`src/rtl/txd_pkg.sv`:
```
// Shared constants and types for the transmit descriptor DMA engine.
// Assumes 32-bit descriptor words and 32-bit stream beats.
package txd_pkg;
    // Control-word bit positions (decoded by software and hardware alike)
    localparam int MB_SOP     = 31;
    localparam int MB_EOP     = 30;
    localparam int MB_OWN     = 29;
    localparam int MB_EOQ     = 28;
    localparam int MB_PEN     = 20;
    localparam int MB_PORT_LO = 16;
    localparam int PORT_W     = 3;
    localparam int LEN_W      = 11;

    // Control register bits
    localparam int CB_EN   = 0;
    localparam int CB_SRST = 1;

    // Register addresses
    localparam logic [1:0] RA_CTRL = 2'd0;
    localparam logic [1:0] RA_HEAD = 2'd1;
    localparam logic [1:0] RA_DONE = 2'd2;
    localparam logic [1:0] RA_STAT = 2'd3;

    typedef enum logic [2:0] {
        ST_IDLE,
        ST_FETCH,
        ST_CHECK,
        ST_BRD,
        ST_BOUT,
        ST_WB
    } eng_state_t;

    // Byte mask of a final beat given the length remainder
    function automatic logic [3:0] tail_keep(input logic [1:0] rem);
        tail_keep = (rem == 2'd0) ? 4'hF : ((4'h1 << rem) - 4'h1);
    endfunction
endpackage

```
`src/rtl/txd_regs.sv`:
```
// Register file of the transmit descriptor DMA engine: enable bit,
// self-clearing soft reset, head pointer and completion pointer.
// Assumes the engine only reports head updates while busy.
module txd_regs
    import txd_pkg::*;
#(
    parameter int AW = 32
) (
    input  logic          clk,
    input  logic          rst_n,
    input  logic          reg_wr,
    input  logic [1:0]    reg_addr,
    input  logic [31:0]   reg_wdata,
    output logic [31:0]   reg_rdata,
    input  logic          eng_busy,
    input  logic          hp_upd,
    input  logic [AW-1:0] hp_val,
    output logic          start,
    output logic [AW-1:0] start_addr,
    output logic          flush
);
    logic          ena_q;
    logic [AW-1:0] head_q;
    logic [AW-1:0] cp_q;
    logic          wr_ctrl;
    logic          wr_head;
    logic          wr_cp;

    assign wr_ctrl    = reg_wr && (reg_addr == RA_CTRL);
    assign wr_head    = reg_wr && (reg_addr == RA_HEAD);
    assign wr_cp      = reg_wr && (reg_addr == RA_DONE);
    assign flush      = wr_ctrl && reg_wdata[CB_SRST];
    assign start_addr = reg_wdata[AW-1:0];
    assign start      = wr_head && ena_q && !eng_busy && (reg_wdata[AW-1:0] != '0);

    // Register state: soft reset wins, then software writes and engine updates
    always_ff @(posedge clk) begin
        if (!rst_n || flush) begin
            ena_q  <= 1'b0;
            head_q <= '0;
            cp_q   <= '0;
        end else begin
            if (wr_ctrl) ena_q <= reg_wdata[CB_EN];
            if (start) head_q <= start_addr;
            else if (hp_upd) head_q <= hp_val;
            if (wr_cp) cp_q <= reg_wdata[AW-1:0];
        end
    end

    // Read multiplexer
    always_comb begin
        case (reg_addr)
            RA_CTRL: reg_rdata = {31'b0, ena_q};
            RA_HEAD: reg_rdata = 32'(head_q);
            RA_DONE: reg_rdata = 32'(cp_q);
            default: reg_rdata = {31'b0, eng_busy};
        endcase
    end

    assert_flush_clears_R12: assert property (@(posedge clk) disable iff (!rst_n)
        flush |=> (!ena_q && head_q == '0 && cp_q == '0));

    assert_busy_head_write_R2: assert property (@(posedge clk) disable iff (!rst_n)
        (wr_head && eng_busy && !hp_upd && !flush) |=> $stable(head_q));
endmodule

```
`src/rtl/txd_engine.sv`:
```
// Descriptor walker and buffer streamer. Fetches four descriptor words,
// checks ownership, streams the buffer one word per read, writes the
// control word back and follows the next pointer.
// Assumes one read outstanding and memory that accepts every request.
module txd_engine
    import txd_pkg::*;
#(
    parameter int AW = 32
) (
    input  logic              clk,
    input  logic              rst_n,
    input  logic              start,
    input  logic [AW-1:0]     start_addr,
    input  logic              flush,
    output logic              busy,
    output logic              hp_upd,
    output logic [AW-1:0]     hp_val,
    output logic              mem_req,
    output logic              mem_we,
    output logic [AW-1:0]     mem_addr,
    output logic [31:0]       mem_wdata,
    input  logic              mem_rvalid,
    input  logic [31:0]       mem_rdata,
    output logic              tx_valid,
    input  logic              tx_ready,
    output logic [31:0]       tx_data,
    output logic [3:0]        tx_keep,
    output logic              tx_last,
    output logic              tx_port_en,
    output logic [PORT_W-1:0] tx_port,
    output logic              desc_done
);
    localparam int CNT_W = LEN_W - 1;

    eng_state_t        st_q;
    logic              pend_q;
    logic [1:0]        fidx_q;
    logic [AW-1:0]     cur_q;
    logic [AW-1:0]     nxt_q;
    logic [AW-1:0]     buf_q;
    logic [LEN_W-1:0]  len_q;
    logic [31:0]       mode_q;
    logic [CNT_W-1:0]  bidx_q;
    logic [31:0]       dat_q;
    logic [LEN_W:0]    len_up;
    logic [CNT_W-1:0]  nbeats_m1;
    logic              last_beat;
    logic [31:0]       wb_word;

    assign len_up    = {1'b0, len_q} + (LEN_W+1)'(3);
    assign nbeats_m1 = CNT_W'((len_up >> 2) - 1);
    assign last_beat = (bidx_q == nbeats_m1);

    // Write-back word: ownership returned, end of queue on the tail
    always_comb begin
        wb_word         = mode_q;
        wb_word[MB_OWN] = 1'b0;
        if (nxt_q == '0) wb_word[MB_EOQ] = 1'b1;
    end

    // Memory request generation per state
    always_comb begin
        mem_req   = 1'b0;
        mem_we    = 1'b0;
        mem_addr  = '0;
        mem_wdata = '0;
        case (st_q)
            ST_FETCH: if (!pend_q) begin
                mem_req  = 1'b1;
                mem_addr = cur_q + AW'({fidx_q, 2'b00});
            end
            ST_BRD: if (!pend_q) begin
                mem_req  = 1'b1;
                mem_addr = buf_q + AW'({bidx_q, 2'b00});
            end
            ST_WB: begin
                mem_req   = 1'b1;
                mem_we    = 1'b1;
                mem_addr  = cur_q + AW'(12);
                mem_wdata = wb_word;
            end
            default: ;
        endcase
    end

    // Stream and status outputs
    assign tx_valid   = (st_q == ST_BOUT);
    assign tx_data    = dat_q;
    assign tx_keep    = last_beat ? tail_keep(len_q[1:0]) : 4'hF;
    assign tx_last    = last_beat && mode_q[MB_EOP];
    assign tx_port_en = mode_q[MB_PEN];
    assign tx_port    = mode_q[MB_PEN] ? mode_q[MB_PORT_LO +: PORT_W] : '0;
    assign desc_done  = (st_q == ST_WB);
    assign busy       = (st_q != ST_IDLE);
    assign hp_upd     = (st_q == ST_WB);
    assign hp_val     = nxt_q;

    // Walker state machine
    always_ff @(posedge clk) begin
        if (!rst_n || flush) begin
            st_q   <= ST_IDLE;
            pend_q <= 1'b0;
            fidx_q <= '0;
            bidx_q <= '0;
            cur_q  <= '0;
            nxt_q  <= '0;
            buf_q  <= '0;
            len_q  <= '0;
            mode_q <= '0;
            dat_q  <= '0;
        end else begin
            case (st_q)
                ST_IDLE: if (start) begin
                    cur_q  <= start_addr;
                    fidx_q <= '0;
                    st_q   <= ST_FETCH;
                end
                ST_FETCH: begin
                    if (!pend_q) begin
                        pend_q <= 1'b1;
                    end else if (mem_rvalid) begin
                        pend_q <= 1'b0;
                        case (fidx_q)
                            2'd0: nxt_q  <= mem_rdata[AW-1:0];
                            2'd1: buf_q  <= mem_rdata[AW-1:0];
                            2'd2: len_q  <= mem_rdata[LEN_W-1:0];
                            default: mode_q <= mem_rdata;
                        endcase
                        fidx_q <= fidx_q + 2'd1;
                        if (fidx_q == 2'd3) st_q <= ST_CHECK;
                    end
                end
                ST_CHECK: begin
                    if (!mode_q[MB_OWN]) st_q <= ST_IDLE;
                    else if (len_q == '0) st_q <= ST_WB;
                    else begin
                        bidx_q <= '0;
                        st_q   <= ST_BRD;
                    end
                end
                ST_BRD: begin
                    if (!pend_q) begin
                        pend_q <= 1'b1;
                    end else if (mem_rvalid) begin
                        pend_q <= 1'b0;
                        dat_q  <= mem_rdata;
                        st_q   <= ST_BOUT;
                    end
                end
                ST_BOUT: if (tx_ready) begin
                    if (last_beat) st_q <= ST_WB;
                    else begin
                        bidx_q <= bidx_q + 1'b1;
                        st_q   <= ST_BRD;
                    end
                end
                ST_WB: begin
                    if (nxt_q == '0) st_q <= ST_IDLE;
                    else begin
                        cur_q  <= nxt_q;
                        fidx_q <= '0;
                        st_q   <= ST_FETCH;
                    end
                end
                default: st_q <= ST_IDLE;
            endcase
        end
    end

    assert_one_read_R3: assert property (@(posedge clk) disable iff (!rst_n)
        (pend_q && !mem_rvalid) |-> !mem_req);

    assert_hold_beat_R13: assert property (@(posedge clk) disable iff (!rst_n)
        (tx_valid && !tx_ready && !flush) |=>
            (tx_valid && $stable(tx_data) && $stable(tx_keep) && $stable(tx_last)));

    assert_done_pulse_R9: assert property (@(posedge clk) disable iff (!rst_n)
        desc_done |=> !desc_done);

    assert_keep_nonzero_R6: assert property (@(posedge clk) disable iff (!rst_n)
        tx_valid |-> (tx_keep != 4'h0));

    assert_idle_quiet_R4: assert property (@(posedge clk) disable iff (!rst_n)
        !busy |-> (!tx_valid && !mem_req));
endmodule

```
`src/rtl/txdesc_dma.sv`:
```
// Top of the transmit descriptor DMA engine: register file plus walker.
// Assumes word-aligned descriptor and buffer addresses.
module txdesc_dma
    import txd_pkg::*;
#(
    parameter int AW = 32
) (
    input  logic              clk,
    input  logic              rst_n,
    input  logic              reg_wr,
    input  logic [1:0]        reg_addr,
    input  logic [31:0]       reg_wdata,
    output logic [31:0]       reg_rdata,
    output logic              mem_req,
    output logic              mem_we,
    output logic [AW-1:0]     mem_addr,
    output logic [31:0]       mem_wdata,
    input  logic              mem_rvalid,
    input  logic [31:0]       mem_rdata,
    output logic              tx_valid,
    input  logic              tx_ready,
    output logic [31:0]       tx_data,
    output logic [3:0]        tx_keep,
    output logic              tx_last,
    output logic              tx_port_en,
    output logic [PORT_W-1:0] tx_port,
    output logic              desc_done,
    output logic              busy
);
    logic          start;
    logic [AW-1:0] start_addr;
    logic          flush;
    logic          hp_upd;
    logic [AW-1:0] hp_val;

    txd_regs #(.AW(AW)) regs_i (
        .clk        (clk),
        .rst_n      (rst_n),
        .reg_wr     (reg_wr),
        .reg_addr   (reg_addr),
        .reg_wdata  (reg_wdata),
        .reg_rdata  (reg_rdata),
        .eng_busy   (busy),
        .hp_upd     (hp_upd),
        .hp_val     (hp_val),
        .start      (start),
        .start_addr (start_addr),
        .flush      (flush)
    );

    txd_engine #(.AW(AW)) eng_i (
        .clk        (clk),
        .rst_n      (rst_n),
        .start      (start),
        .start_addr (start_addr),
        .flush      (flush),
        .busy       (busy),
        .hp_upd     (hp_upd),
        .hp_val     (hp_val),
        .mem_req    (mem_req),
        .mem_we     (mem_we),
        .mem_addr   (mem_addr),
        .mem_wdata  (mem_wdata),
        .mem_rvalid (mem_rvalid),
        .mem_rdata  (mem_rdata),
        .tx_valid   (tx_valid),
        .tx_ready   (tx_ready),
        .tx_data    (tx_data),
        .tx_keep    (tx_keep),
        .tx_last    (tx_last),
        .tx_port_en (tx_port_en),
        .tx_port    (tx_port),
        .desc_done  (desc_done)
    );
endmodule

```
`config.mk`:
```
export PLATFORM = sky130hd
export DESIGN_NAME = txdesc_dma
export DESIGN_NICKNAME = d
export VERILOG_FILES = /design/src/rtl/txd_pkg.sv /design/src/rtl/txd_regs.sv /design/src/rtl/txd_engine.sv /design/src/rtl/txdesc_dma.sv
export SDC_FILE = /design/constraint.sdc
export NUM_CORES = 1
export LEC_CHECK = 0
export CAP_MARGIN = 20
export CELL_PAD_IN_SITES_DETAIL_PLACEMENT = 1
export CELL_PAD_IN_SITES_GLOBAL_PLACEMENT = 1
export CORE_MARGIN = 2
export CORE_UTILIZATION = 36
export DETAILED_ROUTE_END_ITERATION = 16
export PLACE_DENSITY_LB_ADDON = 0.1
export SYNTH_ARGS = -nofsm -noshare
export SYNTH_HDL_FRONTEND = slang
export SYNTH_SLANG_ARGS = --single-unit
export TNS_END_PERCENT = 100
```
`constraint.sdc`:
```
create_clock -name clk -period 3.25 [get_ports clk]
set_input_delay 0.4875 -clock clk [delete_from_list [all_inputs] [get_ports clk]]
set_output_delay 0.4875 -clock clk [all_outputs]
set_load 0.05 [all_outputs]
```
# == Word level (Yosys, flattened, before mapping) ==
# Cells that the tools add are included.
# word_totals
regBits,252
inputBits,71
# classes
n_addsub,8
n_eq_ne,22
shifts,1
n_mux,41
n_bitwise,1
n_reduce_logical,34
# ops
operator,count
two-way mux 32 bit,7
case mux 32 bit (3 select lines),2
case mux 32 bit (2 select lines),1
two-way mux 10 bit,4
two-way mux 3 bit,11
adder 32 x 12 -> 32 bit,1
adder 32 x 4 -> 32 bit,1
adder 32 x 4 -> 32 bit (second input constant),1
zero test 32 bit,1
nonzero test 32 bit,1
case mux 10 bit (2 select lines),1
case mux 3 bit (6 select lines),1
AND reduction 4 bit,4
adder 11 x 2 -> 12 bit (second input constant),1
inequality test 2 x 1 -> 1 bit (second input constant),6
zero test 11 bit,1
adder 10 x 1 -> 10 bit (second input constant),1
equality test 10 bit,1
inequality test 2 bit (second input constant),5
AND reduction 5 bit,2
subtractor 10 x 1 -> 10 bit (second input constant),1
logical AND 1 bit,8
two-way mux 2 bit,4
two-way mux 4 bit,2
22 further kinds,39

# == Depth between registers and ports, before layout ==
# logic_depth
depth_word,7
ltp_mapped,15
mapped_depth_nobuf,13

# == Cells and area by module ==
# Synthesis repeated with hierarchy kept, for this count alone.
# hier_totals
cells_unflattened,1843
area_unflattened_um2,14163.6
# modules_own_cells
mod,n_inst,cells_each,area_each_um2
txd_engine,1,1460,10488.8
txd_regs,1,383,3674.8

# == Worst setup path before layout ==
# Ideal clock, no wire load.
# synth_timing
path_type,reg-to-output
from,register eng_i.st_q[2]
to,output port mem_addr[6]
t_arrival_ns,3.426
slack_ns,-0.664
path_stages_with_launch,9
path_cell_list,dfxtp_1 > clkbuf_1 > inv_1 > nor2_1 > nand2_1 > inv_1 > clkbuf_1 > a22oi_1 > o311ai_0
# synth_via
elab_chain_len,2
word_cells_on_any_way,4
classes_between,3 x eq/ne; 1 x mux
# synth_lines
element,line_no,rtl
from (decl),txd_engine.sv:35,eng_state_t st_q;
from (signal assigned),txd_engine.sv:101,st_q <= ST_IDLE;
from (signal assigned),txd_engine.sv:116,st_q <= ST_FETCH;
from (signal assigned),txd_engine.sv:130,if (fidx_q == 2'd3) st_q <= ST_CHECK;
"equality test 3 bit, or another cell as far along",txd_engine.sv:67,case (st_q)
case mux 32 bit (3 select lines) (*),txd_engine.sv:67,
to (decl),txdesc_dma.sv:16,"output logic [AW-1:0] mem_addr,"
# Mark *: on every way between the ends. The rest lies on a longest branch, timed or not.

# == Worst setup path in the final report ==
# layout_timing
from,register eng_i.len_q[1]
to,output port tx_last
# layout_via
elab_chain_len,4
# layout_lines
element,line_no,rtl
from (decl),txd_engine.sv:41,logic [LEN_W-1:0] len_q;
from (signal assigned),txd_engine.sv:126,2'd2: len_q <= mem_rdata[LEN_W-1:0];
adder 11 x 2 -> 12 bit,txd_engine.sv:50,"assign len_up = {1'b0, len_q} + (LEN_W+1)'(3);"
subtractor 10 x 1 -> 10 bit,txd_engine.sv:51,assign nbeats_m1 = CNT_W'((len_up >> 2) - 1);
equality test 10 bit,txd_engine.sv:52,assign last_beat = (bidx_q == nbeats_m1);
logical AND 1 bit,txd_engine.sv:90,assign tx_last = last_beat && mode_q[MB_EOP];
to (decl),txdesc_dma.sv:24,"output logic tx_last,"
# Every way passes these cells.

==> impl_metrics.yaml <==
outcome:
  status: "finished, violations left"
  failed_checks: "negative setup slack"
detailed_routing:
  detail_route.wl_per_cell_um: 22.0
  drtAntennaViolNets: 0
  vias_per_cell: 5.71
  vias: 14300
  drc_errors: 0
  dr.pass1.iters: 5
  drtIter0Drc: 822
  drt_wl_total_mm: 55.1
timing:
  rsz0062_at_grt: "yes"
  fin_ws_ns: -0.576
  finalSetupViolCount: 27
  min_period_over_period_pct: 118
  worst_pin_slew_ns: 0.709
  maxSlewHeadroom_pct: 52.8
  fin_crit_ns: 3.83
  fmax_mhz: 261
  fin_skew_ns: 0.0164
  hold_viol: 0
  drv_slew: 0
die:
  die_area_um2: 38300
  die_h_um: 196
  fp.coreArea_um2: 36400
  io_pins: 213
  die_w_um: 196
  initial_utilization_pct: 36.3
  rows: 70
setup_path:
  path_delay_family: "simple AND/OR/NAND/NOR gates"
  critPathLaunchType: "flop"
  crit_path_frequent_cell: "buf_4"
  worst_setup_path_end_kind: "output pin"
  critical_path_required_ns: 2.76
  crit_buf_inv: 4
  arrival_ns: 3.34
  critPathMaxFanout: 6
  path_cells: "inv_2 -> ha_4 -> buf_4 -> buf_4 -> xnor2_1 -> or4_4 -> o31ai_4 -> nand4_2 -> a2111oi_4 -> o211ai_2 -> nor2_4 -> and2_4 -> buf_12"
  crit_slowest_cell: "or4_4"
  slowest_delay_ns: 0.43
  critPathKind: "flop to output pin"
power_and_ir_drop:
  vdd_drop_max_uv: 351
  clock_power_share_pct: 43.3
  seq_power_share_pct: 44.0
  combPwrFrac_pct: 12.7
  p_sw_mw: 2.01
  pwr_density_cell_nw_per_um2: 395
  p_leak_nw: 6.84
  p_int_mw: 5.35
  p_sw_share_pct: 27.3
clock_network:
  clock_path_buffers: 3
  clkTransAtPathRegs_ns: 0.06
  root_buffer: "clkbuf_16"
  numCtsBuffers: 28
  worst_skew_pair.late_latency_ns: 0.56
  clock-sinks: 252
  cts_hold_buf: 0
  cts_max_level: 1
  cts_tree: "yes"
grt:
  grt_pass1_vias: 14400
  grt_overflow: 0
  antenna_found_initial: 0
  grt_max_degree: 103
  grt_pass1_wl_mm: 84.4
  grtUsageTotal_pct: 27.7
synthesis:
  synthTopCellsByArea: "dfxtp_1 (38%), nand2_1 (12%), a21oi_1 (10%)"
  synth.largest_area_cell: "dfxtp_1"
  synth_cells: 1784
  async_reset_ff_share_pct: 0
  synth_ff_type: "dfxtp_1"
  synth_edf_count: 0
  yosys.area.top_type_share_pct: 38.1
  synth_nets: 1880
  yosysMostFrequentCell: "nand2_1"
  ys_warn_count: 0
  synth_area_um2: 13200
  ys_types: 80
  synth_commonest_cells: "nand2_1 (410), a21oi_1 (267), dfxtp_1 (252)"
  ys_seq_area_share_pct: 38.1
  yosys_register_bits: 252
  synth.avg_cell_area_um2: 7.42
placement:
  dp.final_hpwl_mm: 40.3
  dpl_worst_slack_ns: -0.198
  io_buffers: 210
  place_congestion: 0.882
min_path:
  min_path_type: "flop to flop"
layout:
  area.growth.synth_to_final_pct: 40.9
  layout-drive-gt1-share_pct: 21.2
  utilization_pct: 51.2
  antennaDiodeCount: 0
  finalNetCount: 2118
  num-fill-cells: 4337
flow_run:
  maxCapViolCount: 0
worst reg2reg max path, cell delays in order, from the launching register on:
cell and delay (ns):
dfxtp_2 0.34, inv_2 0.06, ha_4 0.17, buf_4 0.14, buf_4 0.13, xnor2_1 0.11, or3b_4 0.41, a22oi_2 0.26
buf_4 0.17, nand4b_1 0.10, o21ai_2 0.11, xor2_2 0.30, nor2_4 0.13, buf_4 0.16, buf_8 0.13, a221o_1 0.32
a31o_1 0.21
repair_timing:
item,in CTS,in global routing
setup endpoints to repair,38,45
pin swaps,41,48
endpoints found under the hold margin,0,0
gates resized for setup,78,66
setup buffers,8,14
sequential cells by signal, summed over array words and instances (netlist names), 11 cells and up:
name           count
eng_i.len_q       11
eng_i.buf_q       32
eng_i.mode_q      32
eng_i.cur_q       32
regs_i.head_q     32
eng_i.tx_data     32
regs_i.cp_q       32
eng_i.hp_val      32
cells in the final DEF (no fill, tap or decap), types with 13 or more instances in the layout:
cell	n
nand2_1	399
a21oi_1	260
dfxtp_1	237
buf_4	167
clkdlybuf4s50_1	110
nor2_1	100
and3_1	76
a211oi_1	64
buf_12	58
o21ai_0	40
a22o_1	32
nand3_1	31
clkbuf_16	29
inv_1	26
ha_1	19
nand4_1	18
xnor2_1	18
nor4_1	18
o22ai_1	13
metrics by stage:
step | power, mW | hold WS (ns) | setup TNS, ns | instances | instance area [um^2]
after global placement | 4.21 | 0.440 | -0.369 | 2439 | 16900
after floorplan | 3.73 | 0.432 | -0.0675 | 1784 | 13400
final | 7.36 | 0.452 | -8.67 | 2510 | 18600
after detailed placement | 4.22 | 0.445 | -2.11 | 2439 | 16900
after global routing | 7.60 | 0.478 | -12.85 | 2510 | 18600
after CTS | 7.39 | 0.453 | -8.61 | 2496 | 18200
per-layer routing:
layer / part of all wire [%] / track usage, %
met3: 5.5 / 3.58
met2: 47 / 45.1
met1: 45 / 38.8
met4: 2.6 / 7.01
met5: 0 / 0
layout make-up:
cell class              count  area [um^2]  area share (%)
clock buffers              41          831            4.45
multi-input cells        1359         8290            44.4
clock inverters             9         72.6           0.389
repair buffers            349         3680            19.7
inverters                  32          120           0.644
flip-flops and latches    252         5070            27.2
well taps                 468          586            3.14
power by group through the flow:
stage | clock [mW] | combinational (mW) | sequential [mW]
2_1_floorplan | 0 | 0.464 | 3.27
6_report | 3.19 | 0.934 | 3.24
3_3_place_gp | 0 | 0.904 | 3.30
5_1_grt | 3.36 | 0.996 | 3.25
3_5_place_dp | 0 | 0.914 | 3.31
4_1_cts | 3.23 | 0.925 | 3.24
kinds of logic (layout without fill, tap and decap cells):
family	Yosys count	after routing	synth area share (%)
DFF	252	252	38.1
xor gates and xnor gates	47	47	3.27
adders and majority gates	25	25	2.48
AOI/OAI and AO/OA	527	527	24.4
and+or+nand+nor	753	753	26.0
other	2	2	0.0567
muxes	5	5	0.482
buffers and inverters	173	431	5.22
path summary, 6_finish.rpt:
kind	from	to	slack [ns]	cells after the start
max	eng_i.len_q[1]	tx_last	-0.58	13
min	eng_i.mode_q[12]	eng_i.mode_q[12]	0.45	2
max reg2reg	eng_i.len_q[1]	eng_i.bidx_q[5]	-0.10	16
min reg2reg	eng_i.mode_q[12]	eng_i.mode_q[12]	0.45	2
Power figures use the tool's default switching activity.
